===== src/rtl/fwd_pkg.sv =====
package fwd_pkg;

    localparam int METRIC_W   = 8;
    localparam int NUM_STATES = 8;
    localparam int STATE_BITS = $clog2(NUM_STATES);
    localparam int VEC_W      = NUM_STATES * METRIC_W;

    typedef logic signed [METRIC_W-1:0] metric_t;
    typedef logic [NUM_STATES-1:0][METRIC_W-1:0] mvec_t;
    typedef logic [STATE_BITS-1:0] state_idx_t;

    typedef struct packed {
        metric_t u1p1;
        metric_t u1p0;
    } bm_pair_t;

    typedef enum logic [1:0] {
        PH_IDLE,
        PH_RUN,
        PH_FIN
    } phase_e;

    localparam int MAX_I = (1 << (METRIC_W - 1)) - 1;
    localparam int MIN_I = -(1 << (METRIC_W - 1));
    localparam metric_t M_MAX = metric_t'(MAX_I);
    localparam metric_t M_MIN = metric_t'(MIN_I);

    function automatic metric_t sat_add(metric_t a, metric_t b);
        int s;
        s = int'(a) + int'(b);
        if (s > MAX_I)
            return M_MAX;
        else if (s < MIN_I)
            return M_MIN;
        else
            return metric_t'(s);
    endfunction

    function automatic metric_t sat_neg(metric_t a);
        if (a == M_MIN)
            return M_MAX;
        else
            return metric_t'(-int'(a));
    endfunction

    function automatic mvec_t start_vec();
        mvec_t v;
        for (int i = 0; i < NUM_STATES; i++)
            v[i] = (i == 0) ? '0 : M_MIN;
        return v;
    endfunction

    // predecessor of state n on branch x: {n[1], n[0], x}
    function automatic state_idx_t pred_state(state_idx_t n, logic x);
        return {n[1], n[0], x};
    endfunction

    // input bit on that branch: a = n[2] = u ^ n[0] ^ x
    function automatic logic pred_input(state_idx_t n, logic x);
        return n[2] ^ n[0] ^ x;
    endfunction

    // parity bit on that branch: a ^ s2 ^ s0 = n[2] ^ n[1] ^ x
    function automatic logic pred_parity(state_idx_t n, logic x);
        return n[2] ^ n[1] ^ x;
    endfunction

    function automatic metric_t edge_metric(logic u, logic p, bm_pair_t bm);
        case ({u, p})
            2'b11:   return bm.u1p1;
            2'b10:   return bm.u1p0;
            2'b01:   return sat_neg(bm.u1p0);
            default: return sat_neg(bm.u1p1);
        endcase
    endfunction

endpackage


===== src/rtl/fwd_acs_lane.sv =====
module fwd_acs_lane
    import fwd_pkg::*;
#(
    parameter int STATE = 0
) (
    input  mvec_t    prev,
    input  bm_pair_t bm,
    output metric_t  next
);
    localparam state_idx_t N_IDX = state_idx_t'(STATE);

    metric_t cand [2];

    always_comb begin
        for (int x = 0; x < 2; x++) begin
            cand[x] = sat_add(metric_t'(prev[pred_state(N_IDX, 1'(x))]),
                              edge_metric(pred_input(N_IDX, 1'(x)),
                                          pred_parity(N_IDX, 1'(x)), bm));
        end
        next = (cand[1] > cand[0]) ? cand[1] : cand[0];
    end

endmodule


===== src/rtl/fwd_step_ctrl.sv =====
module fwd_step_ctrl
    import fwd_pkg::*;
#(
    parameter int ADDR_W = 10
) (
    input  logic              clk,
    input  logic              rst,
    input  logic              start,
    input  logic [ADDR_W-1:0] frame_len,
    input  logic              bm_valid,
    output logic              bm_ready,
    output logic              fire,
    output logic              load,
    output logic [ADDR_W-1:0] step_next,
    output logic              done
);
    phase_e            ph;
    logic [ADDR_W-1:0] len_q;
    logic [ADDR_W-1:0] step_q;
    logic              done_q;

    assign bm_ready  = (ph == PH_RUN);
    assign fire      = bm_ready && bm_valid;
    assign load      = (ph == PH_IDLE) && start;
    assign step_next = step_q + ADDR_W'(1);
    assign done      = done_q;

    always_ff @(posedge clk) begin
        if (rst) begin
            ph     <= PH_IDLE;
            len_q  <= '0;
            step_q <= '0;
            done_q <= 1'b0;
        end else begin
            done_q <= 1'b0;
            case (ph)
                PH_IDLE: begin
                    if (start) begin
                        len_q  <= frame_len;
                        step_q <= '0;
                        ph     <= (frame_len == '0) ? PH_FIN : PH_RUN;
                    end
                end
                PH_RUN: begin
                    if (fire) begin
                        step_q <= step_next;
                        if (step_next == len_q)
                            ph <= PH_FIN;
                    end
                end
                default: begin
                    done_q <= 1'b1;
                    ph     <= PH_IDLE;
                end
            endcase
        end
    end

endmodule


===== src/rtl/fwd_recursion.sv =====
module fwd_recursion
    import fwd_pkg::*;
#(
    parameter int ADDR_W = 10
) (
    input  logic                clk,
    input  logic                rst,
    input  logic                start,
    input  logic [ADDR_W-1:0]   frame_len,
    input  logic                bm_valid,
    output logic                bm_ready,
    input  logic [METRIC_W-1:0] bm_u1p1,
    input  logic [METRIC_W-1:0] bm_u1p0,
    output logic                wr_en,
    output logic [ADDR_W-1:0]   wr_addr,
    output logic [VEC_W-1:0]    wr_data,
    output logic                done
);
    logic              fire;
    logic              load;
    logic [ADDR_W-1:0] step_next;
    mvec_t             alpha_q;
    mvec_t             alpha_d;
    bm_pair_t          bm;

    assign bm.u1p1 = metric_t'(bm_u1p1);
    assign bm.u1p0 = metric_t'(bm_u1p0);

    fwd_step_ctrl #(.ADDR_W(ADDR_W)) u_ctrl (
        .clk       (clk),
        .rst       (rst),
        .start     (start),
        .frame_len (frame_len),
        .bm_valid  (bm_valid),
        .bm_ready  (bm_ready),
        .fire      (fire),
        .load      (load),
        .step_next (step_next),
        .done      (done)
    );

    for (genvar s = 0; s < NUM_STATES; s++) begin : g_lane
        metric_t lane_out;
        fwd_acs_lane #(.STATE(s)) u_lane (
            .prev (alpha_q),
            .bm   (bm),
            .next (lane_out)
        );
        assign alpha_d[s] = lane_out;
    end

    always_ff @(posedge clk) begin
        if (rst) begin
            alpha_q <= start_vec();
            wr_en   <= 1'b0;
            wr_addr <= '0;
            wr_data <= '0;
        end else begin
            wr_en <= fire;
            if (load)
                alpha_q <= start_vec();
            else if (fire)
                alpha_q <= alpha_d;
            if (fire) begin
                wr_addr <= step_next;
                wr_data <= alpha_d;
            end
        end
    end

endmodule


===== config.mk =====
export PLATFORM = sky130hd
export DESIGN_NAME = fwd_recursion
export DESIGN_NICKNAME = d
export VERILOG_FILES = /design/src/rtl/fwd_pkg.sv /design/src/rtl/fwd_acs_lane.sv /design/src/rtl/fwd_step_ctrl.sv /design/src/rtl/fwd_recursion.sv
export SDC_FILE = /design/constraint.sdc
export NUM_CORES = 1
export LEC_CHECK = 0
export ABC_AREA = 1
export BUFFER_PORTS_ARGS = -buffer_cell sky130_fd_sc_hd__buf_2
export CORE_ASPECT_RATIO = 1.75
export CORE_MARGIN = 3
export CORE_UTILIZATION = 43
export DETAILED_ROUTE_END_ITERATION = 10
export HOLD_SLACK_MARGIN = 0.05
export PLACE_DENSITY = 0.67
export SLEW_MARGIN = 10
export SYNTH_ARGS = -nofsm -noshare
export SYNTH_HDL_FRONTEND = slang
export SYNTH_SLANG_ARGS = --single-unit

===== constraint.sdc =====
create_clock -name clk -period 6.4 [get_ports clk]
set_input_delay 1.28 -clock clk [delete_from_list [all_inputs] [get_ports clk]]
set_output_delay 1.28 -clock clk [all_outputs]
set_load 0.03 [all_outputs]

Yosys cells after proc, flatten, opt, wreduce, memory -nomap -nowiden
Index checks and enable logic that the tools add are counted.
{"block": "classes", "reduce_logical": 10, "n_addsub": 19, "eq_ne": 7, "magnitude_cmp": 40, "muxes": 51}
{"operator": "greater-than comparator 32 x 8 -> 1 bit, second input constant", "n": 16}
{"operator": "< comparator 32 x 8 -> 1 bit, second input constant", "n": 16}
{"operator": "2-to-1 mux 8 bit", "n": 42}
{"operator": "adder 8 x 8 -> 9 bit", "n": 16}
{"operator": "greater-than comparator 8 bit", "n": 8}
{"operator": "2-to-1 mux 10 bit", "n": 2}
{"operator": "case mux 10 bit (2 select lines)", "n": 1}
{"operator": "== test 8 bit, second input constant", "n": 2}
{"operator": "negation 8 bit", "n": 2}
{"operator": "adder 10 x 1 -> 10 bit, second input constant", "n": 1}
{"operator": "== test 10 bit", "n": 1}
{"operator": "zero test 10 bit", "n": 1}
{"operator": "2-to-1 mux 2 bit", "n": 4}
{"operator": "inequality test 2 bit, second input constant", "n": 3}
{"operator": "AND reduction 3 bit", "n": 2}
{"operator": "case mux 2 bit (2 select lines)", "n": 1}
{"operator": "OR reduction 2 bit", "n": 2}
{"operator": "== test 2 x 1 -> 1 bit, second input constant", "n": 1}
{"operator": "logical AND 1 bit", "n": 2}
{"operator": "zero test 2 bit", "n": 1}
{"operator": "AND reduction 2 bit", "n": 1}
{"operator": "nonzero test 2 bit", "n": 1}
{"operator": "2-to-1 mux 1 bit", "n": 1}
{"block": "totals", "out_inout_bits": 77, "input_bits": 30, "word_cells": 142, "ff_bits": 162}

Depth between registers and ports, before layout
{"block": "logic_depth", "ltp_word": 8, "ltp_mapped": 36, "depth_no_buf": 36}

Cells and area by module
From an unflattened synthesis, not the netlist that was laid out.
{"block": "hier_totals", "hier_cells": 2881, "area_unflattened_um2": 17760.8}
{"mod": "fwd_recursion", "area_per_inst_um2": 4499.3, "cells_each": 532, "n_inst": 1}
{"mod": "fwd_acs_lane at g_lane[3].u_lane ...", "area_per_inst_um2": 1540.2, "cells_each": 270, "n_inst": 2}
{"mod": "fwd_acs_lane at g_lane[7].u_lane", "area_per_inst_um2": 1576.5, "cells_each": 278, "n_inst": 1}
{"mod": "fwd_acs_lane at g_lane[0].u_lane", "area_per_inst_um2": 1520.2, "cells_each": 278, "n_inst": 1}
{"mod": "fwd_acs_lane at g_lane[1].u_lane", "area_per_inst_um2": 1466.4, "cells_each": 269, "n_inst": 1}
{"mod": "fwd_acs_lane at g_lane[5].u_lane", "area_per_inst_um2": 1463.9, "cells_each": 248, "n_inst": 1}
{"mod": "fwd_acs_lane at g_lane[2].u_lane", "area_per_inst_um2": 1456.4, "cells_each": 267, "n_inst": 1}
{"mod": "fwd_acs_lane at g_lane[4].u_lane", "area_per_inst_um2": 1412.6, "cells_each": 265, "n_inst": 1}
{"mod": "fwd_step_ctrl", "area_per_inst_um2": 1285.0, "cells_each": 204, "n_inst": 1}

Worst setup path before layout
Ideal clock, no wire load.
{"block": "synth_path", "kind": "input port to flip-flop", "startpoint": "input bm_u1p1[0]", "endpoint": "register alpha_q[33] (netlist name)", "arrival_ns": 4.867, "path_slack_ns": 1.466, "n_path_buf": 1, "setup_ns": 0.067, "path_stages": 35, "cell_sequence": "inv_1 -> ha_1 -> nand2_1 -> nor2_1 -> inv_1 -> nor2_1 -> nand2_1 -> inv_1 -> nor2_1 -> inv_1 -> ha_1 -> nand3_1 -> nand2_1 -> nand2_2 -> nand2_1 -> nand2_1 -> nand2_1 -> nand2_1 -> buf_6 -> nand2_1 -> and2_1 -> ha_1 -> inv_1 -> nor2_1 -> o21ai_0 -> nand2_1 -> nand2_1 -> nand2_1 -> nand2_1 -> nand2_1 -> inv_1 -> nand3_2 -> nand2_2 -> nand2_2 -> a21oi_2"}
{"block": "synth_via", "elab_chain_len": 8, "elab_cells_between_ends": 15, "classes_between": "3 x add/sub; 5 x order compare; 1 x eq/ne; 6 x mux"}
{"element": "start: declaration", "line_no": "fwd_recursion.sv:12", "text": "input logic [METRIC_W-1:0] bm_u1p1,"}
{"element": "negation 8 bit / == test 8 bit (equally long branches)"}
{"element": "2-to-1 mux 8 bit", "line_no": "fwd_pkg.sv:40", "text": "if (a == M_MIN)"}
{"element": "adder 8 x 8 -> 9 bit", "line_no": "fwd_pkg.sv:30", "text": "s = int'(a) + int'(b);"}
{"element": "< comparator 32 x 8 -> 1 bit", "line_no": "fwd_pkg.sv:33", "text": "else if (s < MIN_I)"}
{"element": "2-to-1 mux 8 bit", "line_no": "fwd_pkg.sv:33"}
{"element": "2-to-1 mux 8 bit", "line_no": "fwd_pkg.sv:31", "text": "if (s > MAX_I)"}
{"element": "greater-than comparator 8 bit", "line_no": "fwd_acs_lane.sv:20", "text": "next = (cand[1] > cand[0]) ? cand[1] : cand[0];"}
{"element": "2-to-1 mux 8 bit *", "line_no": "fwd_acs_lane.sv:20"}
{"element": "end signal: assignment", "line_no": "fwd_recursion.sv:54", "text": "alpha_q <= start_vec();"}
{"element": "end signal: assignment", "line_no": "fwd_recursion.sv:61", "text": "alpha_q <= start_vec();"}
{"element": "end signal: assignment", "line_no": "fwd_recursion.sv:63", "text": "alpha_q <= alpha_d;"}
{"element": "end: declaration", "line_no": "fwd_recursion.sv:22", "text": "mvec_t alpha_q;"}
Mark *: on every way between the ends. The rest lies on a longest branch, timed or not.
A chain may end at the register's enable or synchronous reset.

Final worst setup path
{"block": "layout_path", "startpoint": "input bm_u1p1[0]", "endpoint": "register alpha_q[34] (netlist name)"}
The elaborated chain is that of the path after synthesis.

==> results.tsv <==
stage	metric	value	unit
outcome	run_status	completed	
floorplanning	die_w	152	um
finish	n_fill_cell	3882	
place	port_buffers	106	
sta	clock_skew	19.4	ps
clocking	cts_setup_buffers	0	
yosys	ys_top_cells_by_area	nand2_1, dfxtp_1, ha_1, inv_1, a21oi_1	
yosys	synth_seq_cells	162	
sta	setup_tns	0	ps
power	vdd_drop_max	0.225	mV
yosys	async_reset_ff_share	0	%
global_route	grt_pass1_vias	16300	
sta	hold_viol	0	
route	wl_met2	28000	um
global_route	grt_pass1_wl	81600	um
setup_path	timing.rr.start	alpha_q[8]	
global_route	track_usage	25.7	%
finish	nets	2948	
worst_hold_path	hold_path.class	reg -> reg	
setup_path	rr_worst_depth	25	
route	finalWirelength	52500	um
worst_hold_path	hold-path-endpoint	wr_data[1]	
sta	fmax	173	MHz
place	dp.cells	3155	
floorplanning	pin_count	107	
clocking	cts_tree	built	
clocking	htreeDepth	4	
global_route	grt_max_degree	80	
floorplanning	design.core.area	36900	sq um
setup_path	critPathRequiredTime	6710	ps
worst_hold_path	whs_path_depth	2	
clocking	cts_buffers	17	
clocking	cts-resized-gates	0	
setup_path	crit_path_frequent_cell	nand2_1	
setup_path	critical_path.max_stage_delay	600	ps
global_route	grt_overflow	0	
place	place_hpwl	42600	um
sta	timing.slew.headroom	12.4	%
route	wl_met3	1600	um
setup_path	r2r-end	alpha_q[34]	
yosys	syn_nets	2856	
setup_path	crit_arrival	6080	ps
finish	final_cell_area	17700	sq um
sta	slew_violations	0	
job	max-cap-violations	0	
setup_path	critical_path.max_fanout	11	
route	wl_per_cell	16.5	um
floorplanning	fp-row-count	93	
floorplanning	die_y	262	um
worst_hold_path	min_from	wr_data[1]	
yosys	syn-cell-area	16100	sq um
yosys	synth_top_area_cell	nand2_1	
route	final_antenna_net_count	0	
yosys	netlist.area_leader.share	22.1	%
finish	drive_gt1_share	9.37	%
finish	diodes	0	
setup_path	crit_path_start_kind	primary input	
sta	rsz0062_at_grt	no	
clocking	clk_latency	480	ps
setup_path	cp-end-kind	register	
floorplanning	die_area	39900	sq um
clocking	cts-root-buf	clkbuf_16	
finish	synthToLayoutAreaGrowth	9.79	%
clocking	clock-sinks	162	
sta	worst_pin_slew	1300	ps
yosys	synth_edf_count	0	
yosys	synth_ff_type	dfxtp_1	
setup_path	crit_type	in -> reg	
route	dr.pass1.iters	5	
sta	finalCritPeriodShare	90.2	%
clocking	cts_buffer_depth	2	
yosys	synth_cells	2607	
clocking	cts.reportedPaths.clkPinSlew	70	ps
setup_path	r2r_slack	2430	ps
route	wl_met1	18500	um
place	place.gp.congestion	0.995	
power	leakage	9.75	nW
place	placed_area	17100	sq um
yosys	synth.avg_cell_area	6.18	sq um
clocking	cts_hold_buf	0	
route	via_count	16700	
sta	fin_crit	5770	ps
power	power_density	233	nW/um^2
yosys	yosys_warnings	0	
finish	fin_cells	3187	
route	route.detailed.drc	0	
yosys	yosysSeqAreaShare	20.1	%
route	vias_per_cell	5.23	
power	p_total	4.12	mW
yosys	ys_types	41	
floorplanning	initial_core_util	43.7	%
route	highest_layer	met4	
global_route	antenna_found_initial	0	
sta	setup_viol	0	
setup_path	slowest_stage	a21oi_1	
route	first_iter_violations	663	
-- power by group --
group	switching, mW	internal [mW]	total, mW
registers	0.0693	1.08	1.15
clock network	0.498	0.560	1.06
logic	1.27	0.648	1.91
total	1.83	2.28	4.12
-- flip-flops by register name (all words and copies together), names as in the netlist --
signal         cells
u_ctrl.ph          2
u_ctrl.step_q     10
wr_data           64
u_ctrl.done        1
u_ctrl.len_q      10
wr_en              1
wr_addr           10
alpha_q           64
-- synth_stat cells, types with 8 or more instances --
cell,number
nand2_1,950
inv_1,358
a21oi_1,261
nand3_1,233
ha_1,203
dfxtp_1,162
nor2_1,92
nand2_2,47
xnor2_1,40
o21ai_0,35
xor2_1,33
clkbuf_1,29
nand3_2,22
nor3_1,21
fa_1,16
nand4_1,16
inv_2,11
buf_2,9
or2_2,8
-- through the flow --
step                setup WS, ps  utilization, %  hold slack [ps]
floorplan                   1470               -              439
global placement             264            46.4              452
detailed placement           229            46.4              453
CTS                          696            48.0              464
global route                 270            48.0              477
finish                       629            48.0              463
-- layout by cell type, fill, tap and decap left out, types with 6 or more instances in the layout --
cell type  instances
o21ai_0           35
nand2_1          950
xnor2_1           40
a21boi_0           6
inv_2             11
buf_4             18
inv_1            358
nand3_2           22
nor2_1            92
fa_1              16
dfxtp_1          162
nor3_1            21
buf_2            105
ha_1             203
nand3_1          233
clkbuf_16         17
nand2_2           46
xor2_1            33
a21oi_1          261
nand4_1           16
or2_2              8
-- routing by layer --
layer,vias to the layer above,global-route usage [%]
li1,8527,-
met4,0,20.3
met2,419,51.3
met5,-,0
met1,7546,23.1
met3,185,2.80
-- worst max-delay path by stage --
stage                     startpoint          end  slack, ps  cells after the start
after global routing      bm_u1p1[0]  alpha_q[34]        270                     33
after detailed placement  bm_u1p1[0]  alpha_q[34]        230                     33
after global placement    bm_u1p1[0]  alpha_q[34]        260                     33
final                     bm_u1p1[0]  alpha_q[34]        630                     33
after CTS                 bm_u1p1[0]  alpha_q[34]        700                     33
after floorplan           bm_u1p1[0]  alpha_q[33]       1470                     35
-- critical path, delay by kind of cell --
family	cells	cell delay, ps
compound gates	4	1050
fa+ha+maj	3	940
buf+inv	6	870
simple gates	20	1900
-- layout make-up --
class                           count  area, sq um  share of cell area [%]
Multi-Input combinational cell   2026        11200                    63.5
Sequential cell                   162         3240                    18.3
Inverter                          369         1390                    7.83
Timing Repair Buffer              123          661                    3.73
Tap cell                          475          594                    3.36
Clock buffer                       19          443                    2.50
Clock inverter                     13          139                   0.785
-- cell families (layout without fill, tap and decap cells) --
kind of cell	count (synthesis)	count (layout)	synth area share, %
AND/OR/NAND/NOR	1407	1407	37.2
buffers and inverters	419	524	10.2
flip-flops	162	162	20.1
adder cells (fa/ha/maj)	219	219	17.7
XOR/XNOR	74	74	4.11
AO/OA/AOI/OAI	326	326	10.6
Note: power is estimated with default switching activity, not from simulation.
